`src/rtl/msg_match_pkg.sv`:
```
package msg_match_pkg;
  typedef enum logic {
    RCV_POLL = 1'b0,
    RCV_WAIT = 1'b1
  } rcv_mode_e;
endpackage

```
`src/rtl/msg_slot_store.sv`:
```
// Age-ordered store: slot 0 is the oldest; a pop compacts the slots above it.
module msg_slot_store #(
  parameter int DEPTH = 8,
  parameter int ENT_W = 24,
  parameter int CNT_W = $clog2(DEPTH + 1),
  parameter int IDX_W = $clog2(DEPTH)
) (
  input  logic                            clk_i,
  input  logic                            rst_ni,
  input  logic                            push_i,
  input  logic [ENT_W-1:0]                push_ent_i,
  input  logic                            pop_i,
  input  logic [IDX_W-1:0]                pop_idx_i,
  output logic [DEPTH-1:0][ENT_W-1:0]     ent_o,
  output logic [CNT_W-1:0]                cnt_o,
  output logic                            full_o
);
  logic [ENT_W-1:0] ent_q [DEPTH];
  logic [CNT_W-1:0] cnt_q;
  logic [CNT_W-1:0] wr_idx;

  assign wr_idx = cnt_q - CNT_W'(pop_i);
  assign cnt_o  = cnt_q;
  assign full_o = (cnt_q == CNT_W'(DEPTH));

  for (genvar i = 0; i < DEPTH; i++) begin : g_slot
    logic [ENT_W-1:0] upper;
    logic [ENT_W-1:0] nxt;
    if (i < DEPTH - 1) begin : g_mid
      assign upper = ent_q[i+1];
    end else begin : g_top
      assign upper = '0;
    end
    always_comb begin
      nxt = (pop_i && (IDX_W'(i) >= pop_idx_i)) ? upper : ent_q[i];
      if (push_i && (wr_idx == CNT_W'(i))) nxt = push_ent_i;
    end
    always_ff @(posedge clk_i or negedge rst_ni) begin
      if (!rst_ni) ent_q[i] <= '0;
      else         ent_q[i] <= nxt;
    end
    assign ent_o[i] = ent_q[i];
  end

  always_ff @(posedge clk_i or negedge rst_ni) begin
    if (!rst_ni) cnt_q <= '0;
    else         cnt_q <= cnt_q + CNT_W'(push_i) - CNT_W'(pop_i);
  end

  assert_no_overflow_R2: assert property (@(posedge clk_i) disable iff (!rst_ni)
    push_i |-> (cnt_q < CNT_W'(DEPTH)) || pop_i);

  assert_pop_in_range_R6: assert property (@(posedge clk_i) disable iff (!rst_ni)
    pop_i |-> (CNT_W'(pop_idx_i) < cnt_q));
endmodule

```
`src/rtl/msg_pick_oldest.sv`:
```
// Parallel sender/tag compare per slot, lowest (oldest) slot wins.
module msg_pick_oldest #(
  parameter int DEPTH  = 8,
  parameter int SRC_W  = 4,
  parameter int TAG_W  = 4,
  parameter int DATA_W = 16,
  parameter int ENT_W  = SRC_W + TAG_W + DATA_W,
  parameter int CNT_W  = $clog2(DEPTH + 1),
  parameter int IDX_W  = $clog2(DEPTH)
) (
  input  logic [DEPTH-1:0][ENT_W-1:0] ent_i,
  input  logic [CNT_W-1:0]            cnt_i,
  input  logic [SRC_W-1:0]            want_src_i,
  input  logic [TAG_W-1:0]            want_tag_i,
  input  logic                        any_src_i,
  input  logic                        any_tag_i,
  output logic                        hit_o,
  output logic [IDX_W-1:0]            idx_o
);
  logic [DEPTH-1:0] hit_vec;

  for (genvar i = 0; i < DEPTH; i++) begin : g_cmp
    logic [SRC_W-1:0] e_src;
    logic [TAG_W-1:0] e_tag;
    assign e_src = ent_i[i][ENT_W-1 -: SRC_W];
    assign e_tag = ent_i[i][DATA_W+TAG_W-1 -: TAG_W];
    assign hit_vec[i] = (CNT_W'(i) < cnt_i)
                      && (any_src_i || (e_src == want_src_i))
                      && (any_tag_i || (e_tag == want_tag_i));
  end

  always_comb begin
    idx_o = '0;
    for (int i = DEPTH - 1; i >= 0; i--) begin
      if (hit_vec[i]) idx_o = IDX_W'(i);
    end
  end

  assign hit_o = |hit_vec;
endmodule

```
`src/rtl/msg_match_rx.sv`:
```
module msg_match_rx
  import msg_match_pkg::*;
#(
  parameter int DEPTH  = 8,
  parameter int SRC_W  = 4,
  parameter int TAG_W  = 4,
  parameter int DATA_W = 16
) (
  input  logic              clk_i,
  input  logic              rst_ni,
  input  logic              msg_valid_i,
  output logic              msg_ready_o,
  input  logic [SRC_W-1:0]  msg_src_i,
  input  logic [TAG_W-1:0]  msg_tag_i,
  input  logic [DATA_W-1:0] msg_data_i,
  input  logic              rcv_post_i,
  output logic              rcv_ready_o,
  input  logic              rcv_wait_i,
  input  logic [SRC_W-1:0]  rcv_src_i,
  input  logic [TAG_W-1:0]  rcv_tag_i,
  input  logic              rcv_any_src_i,
  input  logic              rcv_any_tag_i,
  output logic              rcv_done_o,
  output logic              rcv_fail_o,
  output logic [SRC_W-1:0]  rcv_src_o,
  output logic [TAG_W-1:0]  rcv_tag_o,
  output logic [DATA_W-1:0] rcv_data_o
);
  localparam int ENT_W = SRC_W + TAG_W + DATA_W;
  localparam int CNT_W = $clog2(DEPTH + 1);
  localparam int IDX_W = $clog2(DEPTH);

  // open wait-mode request
  logic             pend_q;
  logic [SRC_W-1:0] p_src_q;
  logic [TAG_W-1:0] p_tag_q;
  logic             p_any_src_q, p_any_tag_q;

  logic             post_acc, req_live, c_wait;
  logic [SRC_W-1:0] c_src;
  logic [TAG_W-1:0] c_tag;
  logic             c_any_src, c_any_tag;
  logic             arr_fire, arr_hit, buf_hit, take_buf, take_arr, complete, fail_now;
  logic [IDX_W-1:0] buf_idx;
  logic [ENT_W-1:0] in_ent, out_ent;
  logic [DEPTH-1:0][ENT_W-1:0] ent_all;
  logic [CNT_W-1:0] cnt;
  logic             full;

  logic             done_q, fail_q;
  logic [ENT_W-1:0] out_q;

  assign post_acc  = rcv_post_i && !pend_q;
  assign req_live  = pend_q || post_acc;
  assign c_src     = pend_q ? p_src_q     : rcv_src_i;
  assign c_tag     = pend_q ? p_tag_q     : rcv_tag_i;
  assign c_any_src = pend_q ? p_any_src_q : rcv_any_src_i;
  assign c_any_tag = pend_q ? p_any_tag_q : rcv_any_tag_i;
  assign c_wait    = rcv_mode_e'(rcv_wait_i) == RCV_WAIT;

  assign in_ent   = {msg_src_i, msg_tag_i, msg_data_i};
  assign arr_fire = msg_valid_i && msg_ready_o;
  assign arr_hit  = arr_fire && (c_any_src || (msg_src_i == c_src))
                             && (c_any_tag || (msg_tag_i == c_tag));

  // parked message is older than any arrival: it wins
  assign take_buf = req_live && buf_hit;
  assign take_arr = req_live && !buf_hit && arr_hit;
  assign complete = take_buf || take_arr;
  assign fail_now = post_acc && !c_wait && !complete;
  assign out_ent  = take_buf ? ent_all[buf_idx] : in_ent;

  msg_slot_store #(
    .DEPTH(DEPTH), .ENT_W(ENT_W), .CNT_W(CNT_W), .IDX_W(IDX_W)
  ) u_store (
    .clk_i      (clk_i),
    .rst_ni     (rst_ni),
    .push_i     (arr_fire && !take_arr),
    .push_ent_i (in_ent),
    .pop_i      (take_buf),
    .pop_idx_i  (buf_idx),
    .ent_o      (ent_all),
    .cnt_o      (cnt),
    .full_o     (full)
  );

  msg_pick_oldest #(
    .DEPTH(DEPTH), .SRC_W(SRC_W), .TAG_W(TAG_W), .DATA_W(DATA_W),
    .ENT_W(ENT_W), .CNT_W(CNT_W), .IDX_W(IDX_W)
  ) u_pick (
    .ent_i      (ent_all),
    .cnt_i      (cnt),
    .want_src_i (c_src),
    .want_tag_i (c_tag),
    .any_src_i  (c_any_src),
    .any_tag_i  (c_any_tag),
    .hit_o      (buf_hit),
    .idx_o      (buf_idx)
  );

  always_ff @(posedge clk_i or negedge rst_ni) begin
    if (!rst_ni) begin
      pend_q      <= 1'b0;
      p_src_q     <= '0;
      p_tag_q     <= '0;
      p_any_src_q <= 1'b0;
      p_any_tag_q <= 1'b0;
    end else if (complete) begin
      pend_q <= 1'b0;
    end else if (post_acc && c_wait) begin
      pend_q      <= 1'b1;
      p_src_q     <= rcv_src_i;
      p_tag_q     <= rcv_tag_i;
      p_any_src_q <= rcv_any_src_i;
      p_any_tag_q <= rcv_any_tag_i;
    end
  end

  always_ff @(posedge clk_i or negedge rst_ni) begin
    if (!rst_ni) begin
      done_q <= 1'b0;
      fail_q <= 1'b0;
      out_q  <= '0;
    end else begin
      done_q <= complete;
      fail_q <= fail_now;
      if (complete) out_q <= out_ent;
    end
  end

  assign msg_ready_o = !full;
  assign rcv_ready_o = !pend_q;
  assign rcv_done_o  = done_q;
  assign rcv_fail_o  = fail_q;
  assign rcv_src_o   = out_q[ENT_W-1 -: SRC_W];
  assign rcv_tag_o   = out_q[DATA_W+TAG_W-1 -: TAG_W];
  assign rcv_data_o  = out_q[DATA_W-1:0];

  assert_done_fail_excl_R11: assert property (@(posedge clk_i) disable iff (!rst_ni)
    !(rcv_done_o && rcv_fail_o));

  assert_wait_no_parked_match_R8: assert property (@(posedge clk_i) disable iff (!rst_ni)
    pend_q |-> !buf_hit);

  assert_wait_holds_R9: assert property (@(posedge clk_i) disable iff (!rst_ni)
    (!rcv_ready_o && !(msg_valid_i && msg_ready_o)) |=> !rcv_ready_o && !rcv_done_o);

  assert_fail_only_after_post_R7: assert property (@(posedge clk_i) disable iff (!rst_ni)
    !(rcv_post_i && rcv_ready_o) |=> !rcv_fail_o);
endmodule

```
`config.mk`:
```
export PLATFORM = sky130hd
export DESIGN_NAME = msg_match_rx
export DESIGN_NICKNAME = d
export VERILOG_FILES = /design/src/rtl/msg_match_pkg.sv /design/src/rtl/msg_slot_store.sv /design/src/rtl/msg_pick_oldest.sv /design/src/rtl/msg_match_rx.sv
export SDC_FILE = /design/constraint.sdc
export NUM_CORES = 1
export LEC_CHECK = 0
export BUFFER_PORTS_ARGS = -buffer_cell sky130_fd_sc_hd__buf_2
export CELL_PAD_IN_SITES_DETAIL_PLACEMENT = 0
export CELL_PAD_IN_SITES_GLOBAL_PLACEMENT = 1
export CORE_UTILIZATION = 53
export DETAILED_ROUTE_END_ITERATION = 10
export GPL_TIMING_DRIVEN = 1
export PLACE_DENSITY_LB_ADDON = 0.1
export SLEW_MARGIN = 20
export SYNTH_ARGS = -nofsm -noshare
export SYNTH_HDL_FRONTEND = slang
export SYNTH_SLANG_ARGS = --single-unit
```
`constraint.sdc`:
```
create_clock -name clk_i -period 8.55 [get_ports clk_i]
set_input_delay 1.2825 -clock clk_i [delete_from_list [all_inputs] [get_ports clk_i]]
set_output_delay 1.2825 -clock clk_i [all_outputs]
set_load 0.01 [all_outputs]
```
==> out/qor.txt, run 1 <==
ant diodes: 0
Num CTS Buffers: 27
Initial Util: 53.9%
cell taking the most area after synthesis: dfrtp_1
Yosys reg bits: 233
CTS Buffer Depth: 3
Routed wire per std cell: 24.0 um
worst flop-to-flop path startpoint: pend_q
filler instances: 2308
total clock sinks: 233
critical path data arrival time: 6150 ps
first-pass GRT wire length: 66400 um
Setup CP Type: flop to flop
CTS root buffer: clkbuf_16
crit path max fanout: 48
biggest cell delay along the critical path: 970 ps
Worst Hold Class: flop to flop
Area Overhead vs Synth: 9.33%
largest net degree at the start of global routing: 104
1st-pass router iterations: 5
Rows: 59
Post-synth EDFFs: 0
commonest non-fill, non-tap cell in the layout: nand2_1
Routed WL: 43400 um
fraction of layout cells with a size suffix above 1: 11.9%
power per standard cell area: 462 nW/um2
Cells after Synth: 1465
Die Area: 27200 um2
Synth Flop Type: dfrtp_1
Synth top area share: 41.5%
drt initial violations: 965
# nets final: 1508
Die Y: 165 um
Via-to-Cell Ratio: 6.12
Max VDD drop: 0.516 mV
critical path capture point type: flop
via count of the first global-routing pass: 10805
Worst Max-Slew Pin Slew: 1060 ps
critical path, cell by cell: mux2i_4, xnor2_1, o41ai_1, nand3_1, nand4_2, o21ai_4, inv_1, ha_1, o21ai_0, xnor2_1, or3_2, a21oi_1
TritonCTS clock tree: yes
H-tree levels: 1
die width: 165 um
# hold bufs at CTS: 0
syn avg cell area: 9.59 um2
non-filler cells, final: 1806
TNS Setup: 0 ps
Final Skew: 10.4 ps
Worst EP required: 8920 ps
Async S/R FF share, synth: 100%
Ys Warns: 0
Lkg Pwr: 0.00718 uW
net count after synthesis: 1516
Overall Global Routing Usage: 32.9%
maxcap violations: 0
Max Fclk: 0.173 GHz
input/output buffers: 66
DP HPWL: 25200 um
Tmin final: 5780 ps
Seq/Total Area, Yosys: 41.5%
Final Util: 58.9%
GR Overflow Total: 0
CP most frequent cell: xnor2_1
Slew headroom: 29.4%
cts repair resizes: 0
I/O pin cnt: 67
Hold Vio Cnt, Final: 0
Core Region: 26100 um2
gp weighted congestion: 0.928
DR DRC count: 0
most frequent cells in the layout: nand2_1, dfrtp_1, mux2i_1, o21ai_0, xnor2_1
worst min-delay path startpoint: p_any_tag_q
Routed Antenna Nets: 0
Clock Latency Late Sink: 550 ps
Slew Viols, Final: 0
Hold WS: 491 ps
via count: 11048
Crit-path slowest cell: or3_2
Final setup violation count: 0
status: finished, final reports clean
critical path startpoint category: flop
initial antenna violation count: 0
RSZ-0062 raised after global routing: no
Setup crit start: pend_q
mapped cell area: 14000 um2
Clock transition at path regs: 60 ps
cells taking the most area after synthesis: dfrtp_1, mux2i_1, nand2_1, xnor2_1, o21ai_0
Cell variety after synth: 55
# Post-CTS Setup Buffers: 0
Final Cycle Share: 67.6%
Post-Place Cells: 1762
[flip-flops by register name, summed over array words and instances, names as in the netlist]
| signal | count |
|---|---|
| rcv_fail_o | 1 |
| p_any_tag_q | 1 |
| u_store.cnt_o | 4 |
| p_src_q | 4 |
| pend_q | 1 |
| out_q | 24 |
| p_any_src_q | 1 |
| u_store.g_slot.upper | 168 |
| p_tag_q | 4 |
| rcv_done_o | 1 |
| u_store.ent_o | 24 |
[routing by layer]
layer | global-route usage (%) | part of all wire [%] | up-vias
met4 | 9.47 | 2.8 | 0
met1 | 46.4 | 46 | 5418
met5 | 0 | 0 | -
li1 | - | - | 5187
met2 | 52.7 | 46 | 360
met3 | 4.39 | 5.8 | 83
[stage by stage]
step	instance area [um2]	power (uW)	setup slack, ps
final	15400	7100	2770
after global routing	15400	7500	2460
after CTS	15300	7060	2450
after detailed placement	14500	5960	2380
after global placement	14500	5920	2560
after floorplan	14000	4680	3880
[logic make-up (layout without fill, tap and decap cells)]
group | Yosys count | in the layout | share of synthesized area (%)
and+or+nand+nor | 412 | 412 | 13.6
adders and majority gates | 12 | 12 | 1.12
muxes | 236 | 236 | 17.6
xor gates and xnor gates | 76 | 76 | 4.74
buffers and inverters | 167 | 173 | 5.57
DFF | 233 | 233 | 41.5
AOI/OAI and AO/OA | 329 | 329 | 15.8
[synth_stat cells, types with 2 or more instances]
library cell	number
a221o_1	47
o211a_1	23
or4bb_1	15
xor2_1	2
a21o_1	24
mux2i_4	8
ha_1	11
nor4_1	5
mux2_1	4
o41ai_2	2
o41a_1	3
nand3_1	31
and3_1	4
a21oi_1	54
buf_2	58
and2_1	3
nand2_1	253
xnor2_1	74
buf_4	12
nand4_1	26
inv_1	36
buf_6	5
o41ai_1	14
dfrtp_1	233
mux2i_1	217
nor2_1	56
o21ai_0	121
a221oi_1	3
o21ai_1	28
clkbuf_1	54
mux2_2	7
buf_1	2
nand4bb_1	8
[area by class of cell]
class | instances | area [um2] | area share (%)
Inverter | 36 | 135 | 0.880
Sequential cell | 233 | 5830 | 38.0
Timing Repair Buffer | 94 | 571 | 3.71
Clock buffer | 42 | 792 | 5.16
Multi-Input combinational cell | 1065 | 7590 | 49.4
Clock inverter | 1 | 20.0 | 0.130
Tap cell | 335 | 419 | 2.73
[critical path, delay by kind of cell (launching register included)]
family	cells	cell delay, ps
muxes	1	570
DFF	1	770
xor gates and xnor gates	2	860
AOI/OAI and AO/OA	4	780
adders and majority gates	1	190
and+or+nand+nor	3	2240
buffers and inverters	1	140
[path summary, 6_finish.rpt]
kind	to	slack [ps]	depth (start not counted)
max	u_store.g_slot[1].upper[15]	2770	12
min	p_any_tag_q	490	1
max reg2reg	u_store.g_slot[1].upper[15]	2770	12
min reg2reg	p_any_tag_q	490	1
max in group asynchronous	pend_q	6230	2
min in group asynchronous	u_store.g_slot[5].upper[21]	720	1
[where the power goes]
part	switching, uW	internal [uW]	leakage, uW
logic	2510	1560	0.00373
clock network	454	629	0.000396
registers	407	1540	0.00306
total	3370	3730	0.00718
(Power assumes the default switching activity.)
==> run 2: changes to the inputs <==
--- a/config.mk
+++ b/config.mk
@@ -8,7 +8,7 @@
 export BUFFER_PORTS_ARGS = -buffer_cell sky130_fd_sc_hd__buf_2
 export CELL_PAD_IN_SITES_DETAIL_PLACEMENT = 0
 export CELL_PAD_IN_SITES_GLOBAL_PLACEMENT = 1
-export CORE_UTILIZATION = 53
+export CORE_UTILIZATION = 49
 export DETAILED_ROUTE_END_ITERATION = 10
 export GPL_TIMING_DRIVEN = 1
 export PLACE_DENSITY_LB_ADDON = 0.1
==> constraint.sdc (replaced) <==
create_clock -name clk_i -period 5.62 [get_ports clk_i]
set_input_delay 0.843 -clock clk_i [delete_from_list [all_inputs] [get_ports clk_i]]
set_output_delay 0.843 -clock clk_i [all_outputs]
set_load 0.01 [all_outputs]
==> run 2 against run 1 <==
Global-route usage fell by 3.1 points. Die area rose by 8.1%. Register-to-register slack got worse by 2200 ps. Critical path depth rose by 4. Critical path type unchanged. Critical endpoint is now u_store.g_slot[1].upper[13]. Clock power rose by 69%. Cell count rose by 3.8%. Largest cell class unchanged. Maximum frequency rose by 16%.
==> out/qor.txt, run 2 (synthesis results as in run 1) <==
Clock Latency Late Sink: 550 ps (about the same)
worst flop-to-flop path startpoint: pend_q
CTS Buffer Depth: 3 (unchanged)
crit path max fanout: 48 (unchanged)
H-tree levels: 1 (unchanged)
Setup CP Type: flop to flop
# Post-CTS Setup Buffers: 0 (unchanged)
Final Skew: 11.3 ps (+0.972 ps)
Rows: 61 (+3.4%)
Routed WL: 42600 um (-1.7%)
Routed Antenna Nets: 0 (unchanged)
Post-Place Cells: 1827 (+3.7%)
Die Y: 171 um (+4.0%)
family with the most delay on the worst path: simple AND/OR/NAND/NOR gates
biggest cell delay along the critical path: 870 ps (-100 ps)
Via-to-Cell Ratio: 5.93 (-3.1%)
Routed wire per std cell: 22.7 um (-5.3%)
GRT met3 Usage: 2.95% (-1.4 points)
# nets final: 1530 (+1.5%)
Worst Hold Class: input port to async pin
input/output buffers: 66 (unchanged)
critical path capture point type: flop
Die Area: 29300 um2 (+8.1%)
Lkg Pwr: 0.00737 uW (+2.6%)
RSZ-0062 raised after global routing: no
maxcap violations: 0 (unchanged)
Setup crit start: pend_q
drt initial violations: 751 (-22%)
fraction of layout cells with a size suffix above 1: 13.8% (+1.9 points)
max reg flops: 168 (unchanged)
I/O pin cnt: 67 (unchanged)
GR Layer Usage met1: 40.5% (-5.9 points)
DP Area: 14800 um2 (+1.9%)
Worst EP required: 6000 ps (-2920 ps)
critical path startpoint category: flop
TNS Setup: 0 ps (unchanged)
DR DRC count: 0 (unchanged)
Core Region: 28000 um2 (+7.5%)
Stages on worst setup path: 16 (+4)
die width: 171 um (+4.0%)
via count: 11110 (+0.56%)
Num CTS Buffers: 28 (+3.7%)
TritonCTS clock tree: yes
Crit-path slowest cell: dfrtp_1
via count of the first global-routing pass: 11003 (+1.8%)
Initial Util: 50.1% (-3.8 points)
non-filler cells, final: 1875 (+3.8%)
DP HPWL: 27200 um (+7.9%)
gp weighted congestion: 0.898 (-3.3%)
power per standard cell area: 704 nW/um2 (+52%)
ant diodes: 0 (unchanged)
status: finished, final reports clean
M2 GR Usage: 49.5% (-3.2 points)
Final setup violation count: 0 (unchanged)
Final Cycle Share: 88.9% (+21 points)
commonest non-fill, non-tap cell in the layout: nand2_1
total clock sinks: 233 (unchanged)
Hold Vio Cnt, Final: 0 (unchanged)
Most Used Layer, Global Route: met2
# hold bufs at CTS: 0 (unchanged)
Tmin final: 5000 ps (-779 ps)
Worst Max-Slew Pin Slew: 1060 ps (+5.27 ps)
critical path data arrival time: 5380 ps (-770 ps)
GR Overflow Total: 0 (unchanged)
1st-pass router iterations: 5 (unchanged)
CTS root buffer: clkbuf_16
largest net degree at the start of global routing: 140 (+35%)
Overall Global Routing Usage: 29.8% (-3.1 points)
Slew headroom: 28.8% (-0.60 points)
most frequent cells in the layout: nand2_1, dfrtp_1, mux2i_1, o21ai_0, xnor2_1
Max Fclk: 0.200 GHz (+16%)
critical path, cell by cell: buf_4, mux2i_4, xnor2_1, o41a_1, or3_4, nand4_2, o21ai_4, inv_1, ha_1, ha_1, xor2_1, nor2_1, nand2_1, or3_2, nor2_1, a21oi_1
Clock transition at path regs: 60 ps (about the same)
first-pass GRT wire length: 66500 um (+0.19%)
filler instances: 2475 (+7.2%)
cts repair resizes: 0 (unchanged)
finished layout cell area: 15700 um2 (+2.5%)
Max VDD drop: 0.373 mV (-28%)
Area Overhead vs Synth: 12.0%
Slew Viols, Final: 0 (unchanged)
reg2reg path depth: 16 (+4)
initial antenna violation count: 0 (unchanged)
Critical path buffers and inverters: 2 (+1)
run 2: changes by cell type in the layout (fill, tap and decap cells not counted), moves of 2 or more:
cell	previous run	this run
buf_12	0	4
bufinv_16	0	2
clkbuf_8	6	9
clkbuf_1	9	4
buf_4	27	45
clkinv_2	0	3
run 2: area by class of cell:
cell class	instances	area, um2	share of cell area [%]
Timing Repair Buffer	115	758	4.82
Sequential cell	233	5830	37.1
Inverter	36	135	0.859
Multi-Input combinational cell	1065	7600	48.3
Clock buffer	41	840	5.34
Tap cell	378	473	3.01
Clock inverter	7	100	0.636
run 2: report_power, final:
part	internal, uW	total (uW)	switching [uW]
Combinational	2520	6310	3790
Clock	1120	1830	715
Sequential	2340	2940	601
Total	5970	11100	5110
run 2: through the flow:
| stage | util, % | setup slack [ps] | hold WS (ps) | power (uW) |
|---|---|---|---|---|
| 2_1_floorplan | - | 1390 | 458 | 7120 |
| 3_3_place_gp | 52.8 | 753 | 471 | 9140 |
| 6_report | 56.2 | 623 | 301 | 11100 |
| 4_1_cts | 56.2 | 555 | 345 | 11100 |
| 3_5_place_dp | 52.8 | 572 | 478 | 9210 |
| 5_1_grt | 56.2 | 218 | 357 | 11700 |
run 2: final timing paths:
check                                                   end  slack (ps)
worst max-delay path            u_store.g_slot[1].upper[13]         620
worst min-delay path                             rcv_fail_o         300
worst max register to register  u_store.g_slot[1].upper[13]         620
worst min register to register                  p_any_src_q         490
max in group asynchronous       u_store.g_slot[3].upper[18]        4040
min in group clk_i                               rcv_fail_o         480
run 2: metal layers:
| layer | vias up | routed length [um] |
|---|---|---|
| li1 | 5232 | - |
| met1 | 5480 | 19300 |
| met2 | 317 | 20100 |
| met3 | 81 | 1800 |
| met4 | 0 | 1430 |
| met5 | - | 0 |
